`src/rtl/sfc_pkg.sv`:
```
package sfc_pkg;

  // Per-pixel strobes passed from control to datapath
  typedef struct packed {
    logic advance;     // a valid pixel is present
    logic lineStart;   // valid pixel opens a line
    logic frameStart;  // valid pixel opens a frame
  } sfc_strobe_t;

endpackage

```
`src/rtl/sfc_ctrl.sv`:
```
module sfc_ctrl
  import sfc_pkg::*;
#(
  parameter int LINE_MAX = 2048,
  localparam int COL_W = $clog2(LINE_MAX)
) (
  input  logic             clk,
  input  logic             rstN,
  input  logic             inValid,
  input  logic             inLineStart,
  input  logic             inFrameStart,
  output sfc_strobe_t      strobe,
  output logic [COL_W-1:0] col
);

  localparam logic [COL_W-1:0] COL_LAST = COL_W'(LINE_MAX - 1);

  logic [COL_W-1:0] colQ;

  always_comb begin
    col               = inLineStart ? '0 : colQ;
    strobe.advance    = inValid;
    strobe.lineStart  = inValid & inLineStart;
    strobe.frameStart = inValid & inFrameStart;
  end

  always_ff @(posedge clk or negedge rstN) begin
    if (!rstN) begin
      colQ <= '0;
    end else if (inValid) begin
      colQ <= (col == COL_LAST) ? col : col + 1'b1;
    end
  end

  // a line-start pixel is column 0, so the next one is column 1
  a_r9_line_restart: assert property (@(posedge clk) disable iff (!rstN)
    (inValid && inLineStart) |=> (colQ == COL_W'(1)));

  // idle cycles leave the column untouched
  a_r8_col_hold: assert property (@(posedge clk) disable iff (!rstN)
    !inValid |=> $stable(colQ));

endmodule

```
`src/rtl/sfc_datapath.sv`:
```
module sfc_datapath
  import sfc_pkg::*;
#(
  parameter int DISP_W     = 8,
  parameter int MAX_DISP   = 64,
  parameter int DISP_DELAY = 4,
  parameter int LINE_MAX   = 2048,
  localparam int SEL_W = $clog2(MAX_DISP),
  localparam int COL_W = $clog2(LINE_MAX)
) (
  input  logic              clk,
  input  logic              rstN,
  input  sfc_strobe_t       strobe,
  input  logic [COL_W-1:0]  col,
  input  logic              inLeft,
  input  logic              inRight,
  input  logic [DISP_W-1:0] inDisp,
  output logic              outValid,
  output logic              outLineStart,
  output logic              outFrameStart,
  output logic [DISP_W-1:0] outDisp
);

  localparam logic [DISP_W-1:0] DISP_TOP = DISP_W'(MAX_DISP - 1);

  logic [DISP_W-1:0]   dispAligned;
  logic [MAX_DISP-1:1] histQ;      // histQ[k]: right corner k columns back
  logic [MAX_DISP-1:0] rightWin;   // rightWin[0]: live right corner
  logic [SEL_W-1:0]    dSat;
  logic                inRange;
  logic                confirmed;

  // Disparity alignment: a delay line counted in valid pixels
  generate
    if (DISP_DELAY == 0) begin : g_nodelay
      assign dispAligned = inDisp;
    end else begin : g_delay
      logic [DISP_W-1:0] dlyQ [DISP_DELAY];
      always_ff @(posedge clk or negedge rstN) begin
        if (!rstN) begin
          for (int i = 0; i < DISP_DELAY; i++) dlyQ[i] <= '0;
        end else if (strobe.advance) begin
          dlyQ[0] <= inDisp;
          for (int i = 1; i < DISP_DELAY; i++) dlyQ[i] <= dlyQ[i-1];
        end
      end
      assign dispAligned = dlyQ[DISP_DELAY-1];
    end
  endgenerate

  // Right-corner history, one tap per disparity value
  always_ff @(posedge clk or negedge rstN) begin
    if (!rstN) begin
      histQ <= '0;
    end else if (strobe.advance) begin
      histQ <= {histQ[MAX_DISP-2:1], inRight};
    end
  end

  always_comb begin
    rightWin  = {histQ, inRight};
    dSat      = (dispAligned > DISP_TOP) ? SEL_W'(MAX_DISP - 1)
                                         : dispAligned[SEL_W-1:0];
    inRange   = (32'(dSat) <= 32'(col));
    confirmed = strobe.advance & inLeft & inRange & rightWin[dSat];
  end

  always_ff @(posedge clk or negedge rstN) begin
    if (!rstN) begin
      outValid      <= 1'b0;
      outLineStart  <= 1'b0;
      outFrameStart <= 1'b0;
      outDisp       <= '0;
    end else begin
      outValid      <= strobe.advance;
      outLineStart  <= strobe.lineStart;
      outFrameStart <= strobe.frameStart;
      outDisp       <= confirmed ? DISP_W'(dSat) : '0;
    end
  end

  // each valid pixel yields an output one clock later
  a_r7_valid_latency: assert property (@(posedge clk) disable iff (!rstN)
    strobe.advance |=> outValid);

  // idle cycles produce an empty output
  a_r8_gap_quiet: assert property (@(posedge clk) disable iff (!rstN)
    !strobe.advance |=> (!outValid && outDisp == '0));

  // a confirmed disparity never reaches past the line start
  a_r5_col_bound: assert property (@(posedge clk) disable iff (!rstN)
    (outDisp != '0) |-> (32'(outDisp) <= 32'($past(col))));

  // output never exceeds the top tap
  a_r6_sat_bound: assert property (@(posedge clk) disable iff (!rstN)
    outDisp <= DISP_TOP);

  // a non-zero result needs a left corner on that pixel
  a_r3_needs_left: assert property (@(posedge clk) disable iff (!rstN)
    (outDisp != '0) |-> $past(inLeft));

endmodule

```
`src/rtl/stereo_feat_confirm.sv`:
```
module stereo_feat_confirm
  import sfc_pkg::*;
#(
  parameter int DISP_W     = 8,
  parameter int MAX_DISP   = 64,
  parameter int DISP_DELAY = 4,
  parameter int LINE_MAX   = 2048
) (
  input  logic              clk,
  input  logic              rstN,
  input  logic              inValid,
  input  logic              inLineStart,
  input  logic              inFrameStart,
  input  logic              inLeftCorner,
  input  logic              inRightCorner,
  input  logic [DISP_W-1:0] inDisp,
  output logic              outValid,
  output logic              outLineStart,
  output logic              outFrameStart,
  output logic [DISP_W-1:0] outDisp
);

  localparam int COL_W = $clog2(LINE_MAX);

  sfc_strobe_t      strobe;
  logic [COL_W-1:0] col;

  sfc_ctrl #(
    .LINE_MAX(LINE_MAX)
  ) i_ctrl (
    .clk         (clk),
    .rstN        (rstN),
    .inValid     (inValid),
    .inLineStart (inLineStart),
    .inFrameStart(inFrameStart),
    .strobe      (strobe),
    .col         (col)
  );

  sfc_datapath #(
    .DISP_W    (DISP_W),
    .MAX_DISP  (MAX_DISP),
    .DISP_DELAY(DISP_DELAY),
    .LINE_MAX  (LINE_MAX)
  ) i_datapath (
    .clk          (clk),
    .rstN         (rstN),
    .strobe       (strobe),
    .col          (col),
    .inLeft       (inLeftCorner),
    .inRight      (inRightCorner),
    .inDisp       (inDisp),
    .outValid     (outValid),
    .outLineStart (outLineStart),
    .outFrameStart(outFrameStart),
    .outDisp      (outDisp)
  );

endmodule

```
`config.mk`:
```
export PLATFORM = sky130hd
export DESIGN_NAME = stereo_feat_confirm
export DESIGN_NICKNAME = d
export VERILOG_FILES = /design/src/rtl/sfc_pkg.sv /design/src/rtl/sfc_ctrl.sv /design/src/rtl/sfc_datapath.sv /design/src/rtl/stereo_feat_confirm.sv
export SDC_FILE = /design/constraint.sdc
export NUM_CORES = 1
export LEC_CHECK = 0
export ABC_CLOCK_PERIOD_IN_PS = 2200
export BUFFER_PORTS_ARGS = -buffer_cell sky130_fd_sc_hd__buf_2
export CAP_MARGIN = 20
export CELL_PAD_IN_SITES_DETAIL_PLACEMENT = 1
export CELL_PAD_IN_SITES_GLOBAL_PLACEMENT = 2
export CORE_MARGIN = 10
export CORE_UTILIZATION = 39
export CTS_CLUSTER_DIAMETER = 150
export DETAILED_ROUTE_END_ITERATION = 8
export PLACE_DENSITY = 0.77
export SKIP_CTS_REPAIR_TIMING = 1
export SYNTH_ARGS = -nofsm -noshare
export SYNTH_HDL_FRONTEND = slang
export SYNTH_SLANG_ARGS = --single-unit
```
`constraint.sdc`:
```
create_clock -name clk -period 2.2 [get_ports clk]
set_input_delay 0.11 -clock clk [delete_from_list [all_inputs] [get_ports clk]]
set_output_delay 0.11 -clock clk [all_outputs]
set_load 0.05 [all_outputs]
```
==> impl_metrics.sql <==
INSERT INTO impl_metrics (metric_group, metric, value, unit) VALUES
('route', 'drt-initial-drc-count', '209', ''),
('power_and_ir_drop', 'internal-power', '5.50', 'mW'),
('die', 'boundaryPins', '26', ''),
('power_and_ir_drop', 'swShare', '28.2', '%'),
('logic_synthesis', 'synthesis.instances', '427', ''),
('logic_synthesis', 'post_synth.cell_area_avg', '12.7', 'um2'),
('timing', 'finClkSkew', '8.61', 'ps'),
('logic_synthesis', 'ys.warnings.count', '0', ''),
('clock_network', 'cts_buffer_depth', '2', ''),
('placement', 'detailedPlace.worstSlack', '-182', 'ps'),
('logic_synthesis', 'synth-seq-cells', '115', ''),
('layout', 'finalNetCount', '517', ''),
('setup_path', 'cp.required', '2530', 'ps'),
('power_and_ir_drop', 'power.switching', '2.16', 'mW'),
('clock_network', 'tritoncts.num_buffers', '17', ''),
('grt', 'gr_util_all_layers', '14.4', '%'),
('power_and_ir_drop', 'static-leakage-power', '3.09', 'nW'),
('power_and_ir_drop', 'powerDensity', '1120', 'nW/um2'),
('grt', 'initial_antenna_violation_count', '0', ''),
('grt', 'grt-ovfl-total', '0', ''),
('clock_network', 'root_buffer', 'sky130_fd_sc_hd__clkbuf_16', ''),
('die', 'design.core.area', '13400', 'um2'),
('placement', 'dpl.hpwl', '8550', 'um'),
('timing', 'setup_ws', '-86.0', 'ps'),
('logic_synthesis', 'post_synthesis_instance_area', '5410', 'um2'),
('timing', 'final-hold-violation-count', '0', ''),
('clock_network', 'clk_pin_slew', '50', 'ps'),
('layout', 'fillers', '1379', ''),
('clock_network', 'tritoncts_clock_tree', 'yes', ''),
('route', 'postRouteWirelength', '12800', 'um'),
('logic_synthesis', 'fraction_of_registers_with_async_set_or_reset_after_synthesis', '100', '%'),
('run_status', 'failed_checks', 'setup timing', ''),
('run', 'max_cap_viol_count', '0', ''),
('timing', 'clock_period_minus_final_worst_setup_slack', '2290', 'ps'),
('timing', 'rsz0062_at_grt', 'yes', ''),
('grt', 'grt_pass1_vias', '3966', ''),
('route', 'drt-wirelength-per-cell', '18.7', 'um'),
('setup_path', 'end_kind', 'register', ''),
('setup_path', 'cp-start-kind', 'register', ''),
('clock_network', 'htreeDepth', '4', ''),
('setup_path', 'timing_worst_setup_path_type', 'reg2reg', ''),
('clock_network', 'clock_insertion_delay_worst_skew', '420', 'ps'),
('power_and_ir_drop', 'power.total', '7.66', 'mW'),
('logic_synthesis', 'proportion_of_synthesized_chip_area_in_sequential_cells', '53.2', '%'),
('logic_synthesis', 'cell_types_with_the_largest_area_share_after_synthesis', 'sky130_fd_sc_hd__dfrtp_1 (53%), sky130_fd_sc_hd__mux2_2 (19%), sky130_fd_sc_hd__mux4_2 (2.5%)', ''),
('die', 'placement_rows', '42', ''),
('logic_synthesis', 'synth_edf_count', '0', ''),
('timing', 'maxSlewViolCount', '0', ''),
('route', 'route.detailed.drc', '0', ''),
('power_and_ir_drop', 'pwr-share-comb', '23.3', '%'),
('timing', 'timing.hold.ws', '19.6', 'ps'),
('grt', 'grt_use_met1', '18.0', '%'),
('timing', 'timing.final.setup_violations', '4', ''),
('route', 'drt-pass1-iter-count', '4', ''),
('logic_synthesis', 'post-synth-top-area-fraction', '53.2', '%'),
('die', 'chipHeight', '138', 'um'),
('setup_path', 'crit_arrival', '2620', 'ps'),
('layout', 'drive_gt1_share', '43.6', '%'),
('route', 'drt.antenna.violating_nets', '0', ''),
('power_and_ir_drop', 'sequentialPowerShare', '38.3', '%'),
('grt', 'grt_max_degree', '60', ''),
('logic_synthesis', 'ys.flop_type', 'sky130_fd_sc_hd__dfrtp_1', ''),
('grt', 'met2_usage', '23.0', '%'),
('logic_synthesis', 'netlist.top_cell.by_area', 'sky130_fd_sc_hd__dfrtp_1', ''),
('route', 'average_via_count_per_standard_cell', '5.25', ''),
('die', 'die_area', '19000', 'um2'),
('placement', 'finalWeightedCongestion', '0.928', ''),
('grt', 'global_route.peak_usage_layer', 'met2', ''),
('clock_network', 'clock-sinks', '115', ''),
('die', 'dieWidth', '138', 'um'),
('run_status', 'status', 'finished, violations left', '');
-- registers in the layout, summed over array words and instances (netlist names) --
name,flops
i_ctrl.colQ,11
i_datapath.dispAligned,8
i_datapath.g_delay.dlyQ,24
i_datapath.histQ,63
i_datapath.outDisp,6
i_datapath.outFrameStart,1
i_datapath.outLineStart,1
i_datapath.outValid,1
-- cells by family after synthesis --
group	Yosys count	synth area share (%)
DFF	115	53.2
muxes	109	23.7
and+or+nand+nor	92	9.07
AOI/OAI and AO/OA	60	8.05
buffers and inverters	40	3.80
adders and majority gates	6	1.39
xor gates and xnor gates	4	0.648
other	1	0.0694
-- through the flow --
stage / std cells / area (um2) / utilization (%) / TNS (ps)
final: 685 / 6830 / 51.0 / -117
after global routing: 685 / 6830 / 51.0 / -705
after CTS: 671 / 6620 / 49.4 / -668
after detailed placement: 639 / 5990 / 44.7 / -524
after global placement: 639 / 5990 / 44.7 / -9.91
after floorplan: 428 / 5470 / - / -42.0
-- placed cells by master, fill, tap and decap left out, types with 3 or more instances in the layout --
cell type,count
sky130_fd_sc_hd__nand2_1,23
sky130_fd_sc_hd__dlygate4sd3_1,11
sky130_fd_sc_hd__nor4_1,4
sky130_fd_sc_hd__clkbuf_16,17
sky130_fd_sc_hd__and2_1,4
sky130_fd_sc_hd__mux2i_1,9
sky130_fd_sc_hd__or3_1,3
sky130_fd_sc_hd__dfrtp_1,115
sky130_fd_sc_hd__a21oi_1,13
sky130_fd_sc_hd__nand3_1,3
sky130_fd_sc_hd__or4b_1,3
sky130_fd_sc_hd__nand2b_1,5
sky130_fd_sc_hd__o22ai_1,4
sky130_fd_sc_hd__ha_4,4
sky130_fd_sc_hd__clkbuf_8,3
sky130_fd_sc_hd__buf_12,5
sky130_fd_sc_hd__a221oi_1,4
sky130_fd_sc_hd__buf_2,21
sky130_fd_sc_hd__nor3_4,3
sky130_fd_sc_hd__mux4_2,6
sky130_fd_sc_hd__nor3_1,5
sky130_fd_sc_hd__nor2_1,21
sky130_fd_sc_hd__nor2b_1,4
sky130_fd_sc_hd__o21ai_0,10
sky130_fd_sc_hd__mux2_2,92
sky130_fd_sc_hd__clkinv_2,5
sky130_fd_sc_hd__inv_2,4
sky130_fd_sc_hd__buf_4,38
sky130_fd_sc_hd__inv_1,9
sky130_fd_sc_hd__bufinv_16,4
sky130_fd_sc_hd__a31oi_1,3
sky130_fd_sc_hd__xnor2_1,3
-- Yosys cell counts, types with 4 or more instances --
master	count
sky130_fd_sc_hd__a21oi_1	13
sky130_fd_sc_hd__a221oi_1	5
sky130_fd_sc_hd__and2_1	4
sky130_fd_sc_hd__buf_2	5
sky130_fd_sc_hd__buf_6	5
sky130_fd_sc_hd__clkbuf_1	14
sky130_fd_sc_hd__dfrtp_1	115
sky130_fd_sc_hd__ha_1	6
sky130_fd_sc_hd__inv_1	12
sky130_fd_sc_hd__mux2_2	92
sky130_fd_sc_hd__mux2i_1	9
sky130_fd_sc_hd__mux4_2	6
sky130_fd_sc_hd__nand2_1	24
sky130_fd_sc_hd__nand2b_1	5
sky130_fd_sc_hd__nand3_1	4
sky130_fd_sc_hd__nor2_1	23
sky130_fd_sc_hd__nor2b_1	6
sky130_fd_sc_hd__nor3_1	5
sky130_fd_sc_hd__nor4_1	5
sky130_fd_sc_hd__o21ai_0	10
sky130_fd_sc_hd__o22ai_1	4
-- path summary, 6_finish.rpt --
check                      cells after the start  slack [ps]                     endpoint                   startpoint
max                                           11         -90        i_datapath.outDisp[0]    i_datapath.dispAligned[6]
min                                            1          20          i_datapath.outValid                      inValid
max reg2reg                                   11         -90        i_datapath.outDisp[0]    i_datapath.dispAligned[6]
min reg2reg                                    1         500  i_datapath.g_delay.dlyQ[23]  i_datapath.g_delay.dlyQ[23]
max in group asynchronous                      3        1280     i_datapath.outFrameStart                         rstN
min in group asynchronous                      2         220  i_datapath.g_delay.dlyQ[20]                         rstN
-- power by group through the flow --
stage	Clock [mW]	Combinational [mW]	Sequential (mW)
3_3_place_gp	0	1.63	2.93
5_1_grt	3.12	1.95	3.00
6_report	2.94	1.79	2.93
3_5_place_dp	0	1.68	2.95
4_1_cts	2.99	1.70	2.93
2_1_floorplan	0	1.15	2.84
-- metal layers --
metal | routed length [um] | part of all wire (%) | vias up
li1 | - | - | 1690
met4 | 193 | 1.5 | 0
met5 | 0 | 0 | -
met3 | 403 | 3.1 | 12
met1 | 5720 | 45 | 1855
met2 | 6490 | 51 | 39
-- worst max-delay path: stages, from the launching register on --
cell and delay, ps:
sky130_fd_sc_hd__dfrtp_1 420, sky130_fd_sc_hd__buf_12 160, sky130_fd_sc_hd__buf_12 120, sky130_fd_sc_hd__nor3_4 140
sky130_fd_sc_hd__inv_2 80, sky130_fd_sc_hd__ha_4 220, sky130_fd_sc_hd__nand2_2 90, sky130_fd_sc_hd__o21bai_1 140
sky130_fd_sc_hd__a221oi_2 100, sky130_fd_sc_hd__o31ai_2 310, sky130_fd_sc_hd__o2111ai_2 230, sky130_fd_sc_hd__nor3b_2 210
-- cell type report --
cell class	count	area [um2]	area share (%)
Clock buffer	22	474	6.94
Tap cell	176	220	3.22
Inverter	13	48.8	0.714
Clock inverter	10	154	2.25
Multi-Input combinational cell	273	2440	35.8
Sequential cell	115	2880	42.1
Timing Repair Buffer	76	612	8.96
No activity file was read; power rests on OpenSTA's default activity.
